==> src/rtl/brt_pkg.sv <==
`timescale 1ns/1ps
package brt_pkg;
  typedef enum logic [1:0] {
    ST_IDLE = 2'd0,
    ST_TURN = 2'd1,
    ST_DATA = 2'd2
  } brt_state_e;

  localparam logic [3:0] CMD_MEM_READ = 4'b0110;
endpackage

==> src/rtl/brt_addr_decode.sv <==
`timescale 1ns/1ps
module brt_addr_decode #(
  parameter int unsigned W         = 32,
  parameter int unsigned WORDS     = 16,
  parameter logic [W-1:0] BASE_ADDR = '0,
  localparam int unsigned IW       = (WORDS > 1) ? $clog2(WORDS) : 1
) (
  input  logic          clk,
  input  logic          rst_n,
  input  logic          txn_n,
  input  logic          mrdy_n,
  input  logic [3:0]    cmd_be_n,
  input  logic [W-1:0]  adb_i,
  output logic          addr_phase,
  output logic          hit,
  output logic [IW-1:0] start_idx
);
  import brt_pkg::*;

  localparam int unsigned WIN_BYTES = WORDS * 4;
  localparam logic [W:0]  LIMIT     = {1'b0, BASE_ADDR} + (W+1)'(WIN_BYTES);

  logic txn_q, mrdy_q;
  logic in_win;

  // Bus-idle history: an address phase needs an idle cycle before it.
  always_ff @(posedge clk or negedge rst_n) begin
    if (!rst_n) begin
      txn_q  <= 1'b1;
      mrdy_q <= 1'b1;
    end else begin
      txn_q  <= txn_n;
      mrdy_q <= mrdy_n;
    end
  end

  assign addr_phase = !txn_n && txn_q && mrdy_q;
  assign in_win     = ({1'b0, adb_i} >= {1'b0, BASE_ADDR}) && ({1'b0, adb_i} < LIMIT);
  assign hit        = in_win && (cmd_be_n == CMD_MEM_READ);
  assign start_idx  = IW'((adb_i - BASE_ADDR) >> 2);
endmodule

==> src/rtl/brt_word_store.sv <==
`timescale 1ns/1ps
module brt_word_store #(
  parameter int unsigned W      = 32,
  parameter int unsigned WORDS  = 16,
  parameter logic [W-1:0] SEED   = '0,
  parameter logic [W-1:0] STRIDE = '0,
  localparam int unsigned IW    = (WORDS > 1) ? $clog2(WORDS) : 1
) (
  input  logic [IW-1:0] idx_i,
  output logic [W-1:0]  word_o
);
  logic [W-1:0] cells [WORDS];

  for (genvar g = 0; g < WORDS; g++) begin : g_cell
    assign cells[g] = SEED + W'(g) * STRIDE;
  end

  assign word_o = cells[idx_i];
endmodule

==> src/rtl/brt_phase_ctrl.sv <==
`timescale 1ns/1ps
module brt_phase_ctrl #(
  parameter int unsigned W     = 32,
  parameter int unsigned WORDS = 16,
  localparam int unsigned IW   = (WORDS > 1) ? $clog2(WORDS) : 1
) (
  input  logic          clk,
  input  logic          rst_n,
  input  logic          txn_n,
  input  logic          mrdy_n,
  input  logic          store_rdy,
  input  logic          addr_phase,
  input  logic          hit,
  input  logic [IW-1:0] start_idx,
  input  logic [W-1:0]  word_i,
  output logic [IW-1:0] idx_o,
  output logic [W-1:0]  adb_o,
  output logic          adb_oe,
  output logic          srdy_n,
  output logic          srdy_oe,
  output logic          sel_n,
  output logic          sel_oe
);
  import brt_pkg::*;

  brt_state_e    st;
  logic [IW-1:0] idx;
  logic          xfer, last_xfer, init_wait, need_word;
  logic [IW-1:0] idx_next;

  assign xfer      = (st == ST_DATA) && !srdy_n && !mrdy_n;
  assign last_xfer = xfer && txn_n;
  assign init_wait = (st == ST_DATA) && !srdy_n && mrdy_n;
  assign need_word = (st != ST_IDLE) && !last_xfer && !init_wait;
  assign idx_next  = (idx == IW'(WORDS - 1)) ? '0 : idx + 1'b1;
  assign idx_o     = idx;

  always_ff @(posedge clk or negedge rst_n) begin
    if (!rst_n) begin
      st      <= ST_IDLE;
      idx     <= '0;
      adb_o   <= '0;
      adb_oe  <= 1'b0;
      srdy_n  <= 1'b1;
      srdy_oe <= 1'b0;
      sel_n   <= 1'b1;
      sel_oe  <= 1'b0;
    end else begin
      unique case (st)
        ST_IDLE: begin
          if (addr_phase && hit) begin
            st      <= ST_TURN;
            idx     <= start_idx;
            sel_n   <= 1'b0;
            sel_oe  <= 1'b1;
            srdy_n  <= 1'b1;
            srdy_oe <= 1'b1;
            adb_oe  <= 1'b1;
          end
        end
        ST_TURN, ST_DATA: begin
          if (last_xfer) begin
            st      <= ST_IDLE;
            sel_n   <= 1'b1;
            sel_oe  <= 1'b0;
            srdy_n  <= 1'b1;
            srdy_oe <= 1'b0;
            adb_oe  <= 1'b0;
          end else if (need_word) begin
            st <= ST_DATA;
            if (store_rdy) begin
              adb_o  <= word_i;
              idx    <= idx_next;
              srdy_n <= 1'b0;
            end else begin
              srdy_n <= 1'b1;
            end
          end
        end
        default: st <= ST_IDLE;
      endcase
    end
  end

  // the claim cycle carries no data.
  p_turn_no_data_r3: assert property (@(posedge clk) disable iff (!rst_n)
    $rose(sel_oe) |-> srdy_n);

  // a rejected address phase never claims.
  p_miss_silent_r4: assert property (@(posedge clk) disable iff (!rst_n)
    (st == ST_IDLE && addr_phase && !hit) |=> !sel_oe);

  // initiator wait holds the presented word.
  p_hold_word_r6: assert property (@(posedge clk) disable iff (!rst_n)
    (srdy_oe && !srdy_n && mrdy_n) |=> (!srdy_n && $stable(adb_o)));

  // store not ready while a word is needed withdraws the strobe.
  p_stall_r7: assert property (@(posedge clk) disable iff (!rst_n)
    (sel_oe && (srdy_n || (!mrdy_n && !txn_n)) && !store_rdy) |=> srdy_n);

  // release after the final word.
  p_release_r8: assert property (@(posedge clk) disable iff (!rst_n)
    (srdy_oe && !srdy_n && !mrdy_n && txn_n) |=> (!sel_oe && !srdy_oe && !adb_oe && sel_n));

  // target ready only under an active claim.
  p_sel_covers_rdy_r9: assert property (@(posedge clk) disable iff (!rst_n)
    (srdy_oe && !srdy_n) |-> (sel_oe && !sel_n));
endmodule

==> src/rtl/burst_read_target.sv <==
`timescale 1ns/1ps
module burst_read_target #(
  parameter int unsigned  W         = 32,
  parameter int unsigned  WORDS     = 16,
  parameter logic [W-1:0] BASE_ADDR = 32'h0000_2000,
  parameter logic [W-1:0] SEED      = 32'hC3A5_0000,
  parameter logic [W-1:0] STRIDE    = 32'h0001_0111
) (
  input  logic         clk,
  input  logic         rst_n,
  input  logic         txn_n,
  input  logic         mrdy_n,
  input  logic [3:0]   cmd_be_n,
  input  logic [W-1:0] adb_i,
  input  logic         store_rdy,
  output logic [W-1:0] adb_o,
  output logic         adb_oe,
  output logic         srdy_n,
  output logic         srdy_oe,
  output logic         sel_n,
  output logic         sel_oe
);
  localparam int unsigned IW = (WORDS > 1) ? $clog2(WORDS) : 1;

  logic          addr_phase, hit;
  logic [IW-1:0] start_idx, idx;
  logic [W-1:0]  word;

  brt_addr_decode #(.W(W), .WORDS(WORDS), .BASE_ADDR(BASE_ADDR)) u_decode (
    .clk        (clk),
    .rst_n      (rst_n),
    .txn_n      (txn_n),
    .mrdy_n     (mrdy_n),
    .cmd_be_n   (cmd_be_n),
    .adb_i      (adb_i),
    .addr_phase (addr_phase),
    .hit        (hit),
    .start_idx  (start_idx)
  );

  brt_word_store #(.W(W), .WORDS(WORDS), .SEED(SEED), .STRIDE(STRIDE)) u_store (
    .idx_i  (idx),
    .word_o (word)
  );

  brt_phase_ctrl #(.W(W), .WORDS(WORDS)) u_ctrl (
    .clk        (clk),
    .rst_n      (rst_n),
    .txn_n      (txn_n),
    .mrdy_n     (mrdy_n),
    .store_rdy  (store_rdy),
    .addr_phase (addr_phase),
    .hit        (hit),
    .start_idx  (start_idx),
    .word_i     (word),
    .idx_o      (idx),
    .adb_o      (adb_o),
    .adb_oe     (adb_oe),
    .srdy_n     (srdy_n),
    .srdy_oe    (srdy_oe),
    .sel_n      (sel_n),
    .sel_oe     (sel_oe)
  );
endmodule

==> config.mk <==
export PLATFORM = sky130hd
export DESIGN_NAME = burst_read_target
export DESIGN_NICKNAME = d
export VERILOG_FILES = /design/src/rtl/brt_pkg.sv /design/src/rtl/brt_addr_decode.sv /design/src/rtl/brt_word_store.sv /design/src/rtl/brt_phase_ctrl.sv /design/src/rtl/burst_read_target.sv
export SDC_FILE = /design/constraint.sdc
export NUM_CORES = 1
export LEC_CHECK = 0
export BUFFER_PORTS_ARGS = -buffer_cell sky130_fd_sc_hd__buf_2
export CAP_MARGIN = 5
export CORE_UTILIZATION = 46
export DETAILED_ROUTE_END_ITERATION = 16
export GPL_ROUTABILITY_DRIVEN = 0
export PLACE_DENSITY = 0.85
export SLEW_MARGIN = 40
export SYNTH_ARGS = -nofsm -noshare
export SYNTH_HDL_FRONTEND = slang
export SYNTH_SLANG_ARGS = --single-unit
==> constraint.sdc <==
create_clock -name clk -period 5.8 [get_ports clk]
set_input_delay 0.58 -clock clk [delete_from_list [all_inputs] [get_ports clk]]
set_output_delay 0.58 -clock clk [all_outputs]
set_load 0.03 [all_outputs]
## Word-level counts from Yosys, hierarchy flattened

Memories as Yosys holds them, arrays and structs flattened. A register that Yosys moved wholly into a read port is not among the register bits.
Cells that the tools add are included.

| storage, ports and cells | value |
|---|---|
| flip-flop bits (word level) | 11 |
| bits in latches | 0 |
| bits in writable memories | 0 |
| bits in read-only memories | 512 |
| input bits | 41 |
| output and inout bits | 37 |
| word-level logic and storage cells | 70 |
| memories kept | 1 |

Memory list:

| name | words | bits a word | read ports | clocked after memory_dff | write ports | RTL line | source |
|---|---|---|---|---|---|---|---|
| (name not given) | 16 | 32 | 1 | 1 | 0 | brt_word_store.sv:18 | `assign word_o = cells[idx_i];` |

| operators by class | value |
|---|---|
| add/sub/neg operators | 2 |
| multipliers | 0 |
| div/mod/pow operators | 0 |
| order comparisons | 2 |
| equal/unequal tests | 10 |
| shifts and indexed selects | 0 |
| mux-type cells | 20 |
| bitwise operators | 2 |
| reduce and logical (&&, ||, !) cells | 26 |

Operators by type and width:

| operator | number |
|---|---|
| 32-bit by 14-bit >= comparator with 1-bit output, second input constant | 1 |
| 32-bit by 14-bit < comparator with 1-bit output, second input constant | 1 |
| 4-bit 2-to-1 mux | 5 |
| 1-bit logical AND | 11 |
| 4-bit one-hot mux with 2 select lines | 1 |
| 1-bit 2-to-1 mux | 7 |
| 1-bit zero test | 6 |
| 2-bit 2-to-1 mux | 3 |
| 2-bit by 1-bit inequality test with 1-bit output, second input constant | 3 |
| 1-bit one-hot mux with 2 select lines | 3 |
| 3-bit AND reduction | 2 |
| 6-bit by 1-bit subtractor with 6-bit output, second input constant | 1 |
| 4-bit NOT with 5-bit output | 1 |
| 5-bit AND reduction | 1 |
| 4-bit by 1-bit adder with 4-bit output, second input constant | 1 |
| 4-bit by 3-bit equality test with 1-bit output, second input constant | 1 |
| 4-bit equality test, second input constant | 1 |
| 2-bit inequality test, second input constant | 2 |
| 2-bit one-hot mux with 2 select lines | 1 |
| 4-bit AND reduction | 1 |
| 2-bit nonzero test | 2 |
| 3-bit by 1-bit inequality test with 1-bit output, second input constant | 1 |
| 2-bit by 1-bit equality test with 1-bit output, second input constant | 1 |
| 2-bit equality test, second input constant | 1 |
| 4 further kinds | 4 |

## Depth between registers and ports, before layout

| logic depth | value |
|---|---|
| depth in word-level cells | 10 |
| gate-level depth with buffers | 8 |
| gate-level depth less buffers | 7 |

## Modules after synthesis

From an unflattened synthesis, not the netlist that was laid out.

| second synthesis, totals | value |
|---|---|
| cell total of the unflattened synthesis | 179 |
| area, all modules | 2329.7 um^2 |

Modules (own cells, without submodules):

| module | instances | cells each | area each (um^2) | seq. area each (um^2) |
|---|---|---|---|---|
| brt_phase_ctrl | 1 | 122 | 1878.1 | 1028.5 |
| brt_word_store | 1 | 38 | 277.8 | 0.0 |
| brt_addr_decode | 1 | 19 | 173.9 | 52.6 |

## Worst setup path after synthesis

Ideal clock, no wire load.

| timing | value |
|---|---|
| kind | input-to-reg |
| start point | in adb_i[6] |
| end point | reg u_ctrl.idx[0], in the netlist u_ctrl.idx_o[0] |
| setup time | 125 ps |
| arrival time | 1964 ps |
| required time | 5675 ps |
| path slack | 3711 ps |
| cell stages on the path | 5 |
| buffers on the path | 0 |
| cell sequence | nor4_1 -> nand4_1 -> or4_4 -> and2_4 -> mux2_4 |

| between the ends | value |
|---|---|
| cells in the longest elaborated chain, start to end | 6 |
| elaborated cells on any way between the ends | 7 |
| classes of those cells | order compare: 2; eq/ne: 1; reduce/logical: 4 |

Ends and longest elaborated chain:

| item | RTL line | source |
|---|---|---|
| start: declaration | burst_read_target.sv:14 | `input logic [W-1:0] adb_i,` |
| 32-bit by 14-bit >= comparator with 1-bit output or 32-bit by 14-bit < comparator with 1-bit output (tied branches) | brt_addr_decode.sv:38 | `assign in_win = ({1'b0, adb_i} >= {1'b0, BASE_ADDR}) && ({1'b0, adb_i} < LIMIT);` |
| 1-bit logical AND * | brt_addr_decode.sv:38 |  |
| 1-bit logical AND * | brt_addr_decode.sv:39 | `assign hit = in_win && (cmd_be_n == CMD_MEM_READ);` |
| 1-bit logical AND * | brt_phase_ctrl.sv:51 | `if (addr_phase && hit) begin` |
| 2-bit by 1-bit inequality test with 1-bit output (no source line) * | - |  |
| 5-bit AND reduction (no source line) * | - |  |
| end signal: assignment | brt_phase_ctrl.sv:53 | `idx <= start_idx;` |
| end signal: assignment | brt_phase_ctrl.sv:73 | `idx <= idx_next;` |
| end: declaration | brt_phase_ctrl.sv:27 | `logic [IW-1:0] idx;` |

Mark *: on every way between the ends. The rest lies on a longest branch, timed or not.
A chain may end at the register's enable or synchronous reset.

## Worst setup path in the final report

| timing | value |
|---|---|
| start point | reg u_ctrl.st[1] |
| end point | reg u_ctrl.idx[1], in the netlist u_ctrl.idx_o[1] |

| between the ends | value |
|---|---|
| cells in the longest elaborated chain, start to end | 9 |
| elaborated cells on any way between the ends | 20 |
| classes of those cells | eq/ne: 6; mux: 1; reduce/logical: 13 |

Ends and longest elaborated chain:

| item | RTL line | source |
|---|---|---|
| start: declaration | brt_phase_ctrl.sv:26 | `brt_state_e st;` |
| start signal: assignment | brt_phase_ctrl.sv:40 | `st <= ST_IDLE;` |
| start signal: assignment | brt_phase_ctrl.sv:52 | `st <= ST_TURN;` |
| start signal: assignment | brt_phase_ctrl.sv:63 | `st <= ST_IDLE;` |
| 2-bit equality test | brt_phase_ctrl.sv:31, brt_phase_ctrl.sv:33, brt_phase_ctrl.sv:49 |  |
| 1-bit logical AND | brt_phase_ctrl.sv:31, brt_phase_ctrl.sv:33 |  |
| 1-bit logical AND | brt_phase_ctrl.sv:31 | `assign xfer = (st == ST_DATA) && !srdy_n && !mrdy_n;` |
| 1-bit logical AND | brt_phase_ctrl.sv:32 | `assign last_xfer = xfer && txn_n;` |
| 1-bit zero test | brt_phase_ctrl.sv:34 | `assign need_word = (st != ST_IDLE) && !last_xfer && !init_wait;` |
| 1-bit logical AND (2 in a row) | brt_phase_ctrl.sv:34 |  |
| 2-bit by 1-bit inequality test with 1-bit output (no source line) | - |  |
| 5-bit AND reduction (no source line) | - |  |

Parallel ways exist; a longest one is shown, timed or not.

==> reports/metrics.cfg <==
[floorplanning]
start_util_pct = 50.2
die_w_um = 55.0
rows = 18
dieArea_um2 = 3020
core_area_um2 = 2570
io-pin-count = 78
die-height_um = 55.0

[global_route]
grt_max_degree = 22
grt_pass1_wl_mm = 3.55
grt_util_all_layers_pct = 16.8
antenna_found_initial = 0
overflow = 0
grt_pass1_vias = 855

[detailed_routing]
drt_iter0_drc = 6
num_vias = 1057
viasPerCell = 4.96
ant_nets = 0
wire_per_inst_um = 11.4
first_pass_iters = 4
drt_wl_total_mm = 2.42
drcViolationCount = 0

[power_and_ir_drop]
power_density_nw_per_um2 = 163
p_comb_share_pct = 10.7
p_switching_mw = 0.0639
intPower_mw = 0.185
pwr-share-seq_pct = 59.4
cellLeakagePower_nw = 0.856
pwr-share-clk_pct = 30.0
irDropWorstVdd_mv = 0.139
swShare_pct = 25.7

[yosys]
synthesis.area_um2 = 1290
synth.distinct_cells = 37
ys_top_cells_by_area = dfrtp_1 (33%), buf_4 (14%), dfstp_2 (8.1%), ha_1 (4.8%), o21ai_0 (3.5%)
yosysWarnings = 0
syn_area_per_cell_um2 = 9.85
syn_inst = 131
synth_top_area_cell = dfrtp_1
ys_ff_latch = 21
synth_seq_area_share_pct = 41.1
synth_top_area_share_pct = 33.0

[layout]
nNetsFinal = 230
final_cells = 213
multi_input_area_um2 = 568
fillers = 230
syn_to_final_growth_pct = 18.6
final_common_cell = buf_2
num_antenna_cells = 0
drive_above_1_share_pct = 46.4
layout_common_cells = buf_2 (66), dfrtp_1 (17), nand2_1 (10)
seqCellArea_um2 = 531

[run_status]
status = complete, no violations

[clock_tree]
cts_setup_buffers = 0
h-tree-depth = 1
clkTransAtPathRegs_ps = 130
insertion_delay_ps = 320
cts_tree = yes
cts.path.max_buffers = 2
clock-sinks = 21
hold_buffers = 0
root_buffer = clkbuf_4
numCtsBuffers = 3
postCtsResizedCells = 0

[critical_path]
endpoint_kind = flip-flop
r2r-start = u_ctrl.st[1]
critPathMaxFanout = 18
startpoint_type = flip-flop
arrival_ps = 2690
reg2regPathDepth = 5
cp.required_ps = 6020
crit_start = u_ctrl.st[1]
r2r_setup_slack_ps = 3340
path_class = flip-flop to flip-flop
worstSetupEndpoint = u_ctrl.idx_o[1]
r2r_end = u_ctrl.idx_o[1]

[sta]
setup_tns_ps = 0
final-hold-violation-count = 0
post-route-period-util_pct = 42.5
fmax_ghz = 0.406
rsz0062_at_grt = no
max_slew_margin_pct = 53.1
tightest_slew_ps = 701
period_minus_slack_ps = 2460
fin_worst_skew_ps = 14.6
slew_viol_final = 0
setup_violations = 0

[placed_design]
port_buffers = 66
post-place-cells = 209
post-dp-hpwl_mm = 1.94

[run]
drv_cap = 0

[hold_path]
hp-class = primary input to async pin

[through the flow]
step                total power, mW  hold WS, ps  area, µm²  utilization [%]  setup WS [ps]
floorplan                     0.166          284       1320                -           3710
global placement              0.177          456       1500             58.4           3380
detailed placement            0.177          469       1500             58.4           3350
CTS                           0.251          205       1530             59.6           3300
global route                  0.261          206       1530             59.6           3170
finish                        0.249          185       1530             59.6           3340
[synthesized netlist by cell type, drive strengths merged]
library cell   n
buf           25
dfrtp         17
nand2         10
inv            9
o21ai          9
mux2           6
ha             5
dfstp          4
nor3           4
mux2i          3
nand2b         3
nand3          3
nor2           3
nor4           3
nor4b          3
a21oi          2
a22o           2
a31oi          2
and2           2
nand4          2
nor2b          2
xor2           2
a21o           1
and4bb         1
clkbuf         1
conb           1
nand3b         1
o21a           1
o22ai          1
o2bb2ai        1
o31ai          1
or4            1
[cell type report]
class / count / area share [%]
clock buffer: 3 / 1.47
tap: 30 / 2.45
clock inverter: 1 / 0.491
sequential: 21 / 34.7
inverter: 9 / 2.21
timing repair buffer: 66 / 21.6
multi-input combinational: 83 / 37.1
[state kept, by name, indices dropped and copies added (netlist names)]
register	flops
u_ctrl.adb_oe	1
u_ctrl.sel_n	1
u_decode.mrdy_q	1
u_decode.txn_q	1
u_ctrl.adb_o	10
u_ctrl.srdy_n	1
u_ctrl.st	2
u_ctrl.idx_o	4
[power by group through the flow]
stage / logic (mW) / registers [mW] / clock network (mW)
after floorplan: 0.0154 / 0.151 / 0
after global placement: 0.0261 / 0.151 / 0
after detailed placement: 0.0268 / 0.151 / 0
after CTS: 0.0269 / 0.148 / 0.0762
after global routing: 0.0297 / 0.148 / 0.0833
final: 0.0266 / 0.148 / 0.0746
[layer usage]
layer	share of wire (%)	up-vias	GRT usage (%)	wire, µm
li1	-	526	-	-
met1	41	476	20.4	1000
met2	50	52	28.5	1220
met3	6.9	3	3.55	168
met4	1.3	0	7.50	32
met5	0	-	0	0
[cell families after synthesis]
family	synth area share [%]
compound gates	9.60
xor+xnor	1.36
fa+ha+maj	4.85
buf+inv	17.2
flops	41.1
mux	8.15
other cells	0.291
simple gates	17.5
[how the worst min path moves through the flow]
stage	from	endpoint	slack, ps	depth (start not counted)
2_1_floorplan	rst_n	u_ctrl.adb_o[10]	280	0
3_3_place_gp	u_ctrl.adb_o[19]	u_ctrl.adb_o[19]	460	2
3_5_place_dp	u_ctrl.adb_o[16]	u_ctrl.adb_o[16]	470	2
4_1_cts	rst_n	u_ctrl.adb_o[16]	200	1
5_1_grt	rst_n	u_ctrl.adb_o[11]	210	1
6_report	rst_n	u_ctrl.adb_o[11]	190	1
[critical path, stage by stage, from the launching register on]
cell and delay, ps:
dfrtp_1 430, inv_1 60, ha_1 520, nand4_1 650, and2_4 410, mux2_4 300
No activity file was read; power rests on OpenSTA's default activity.
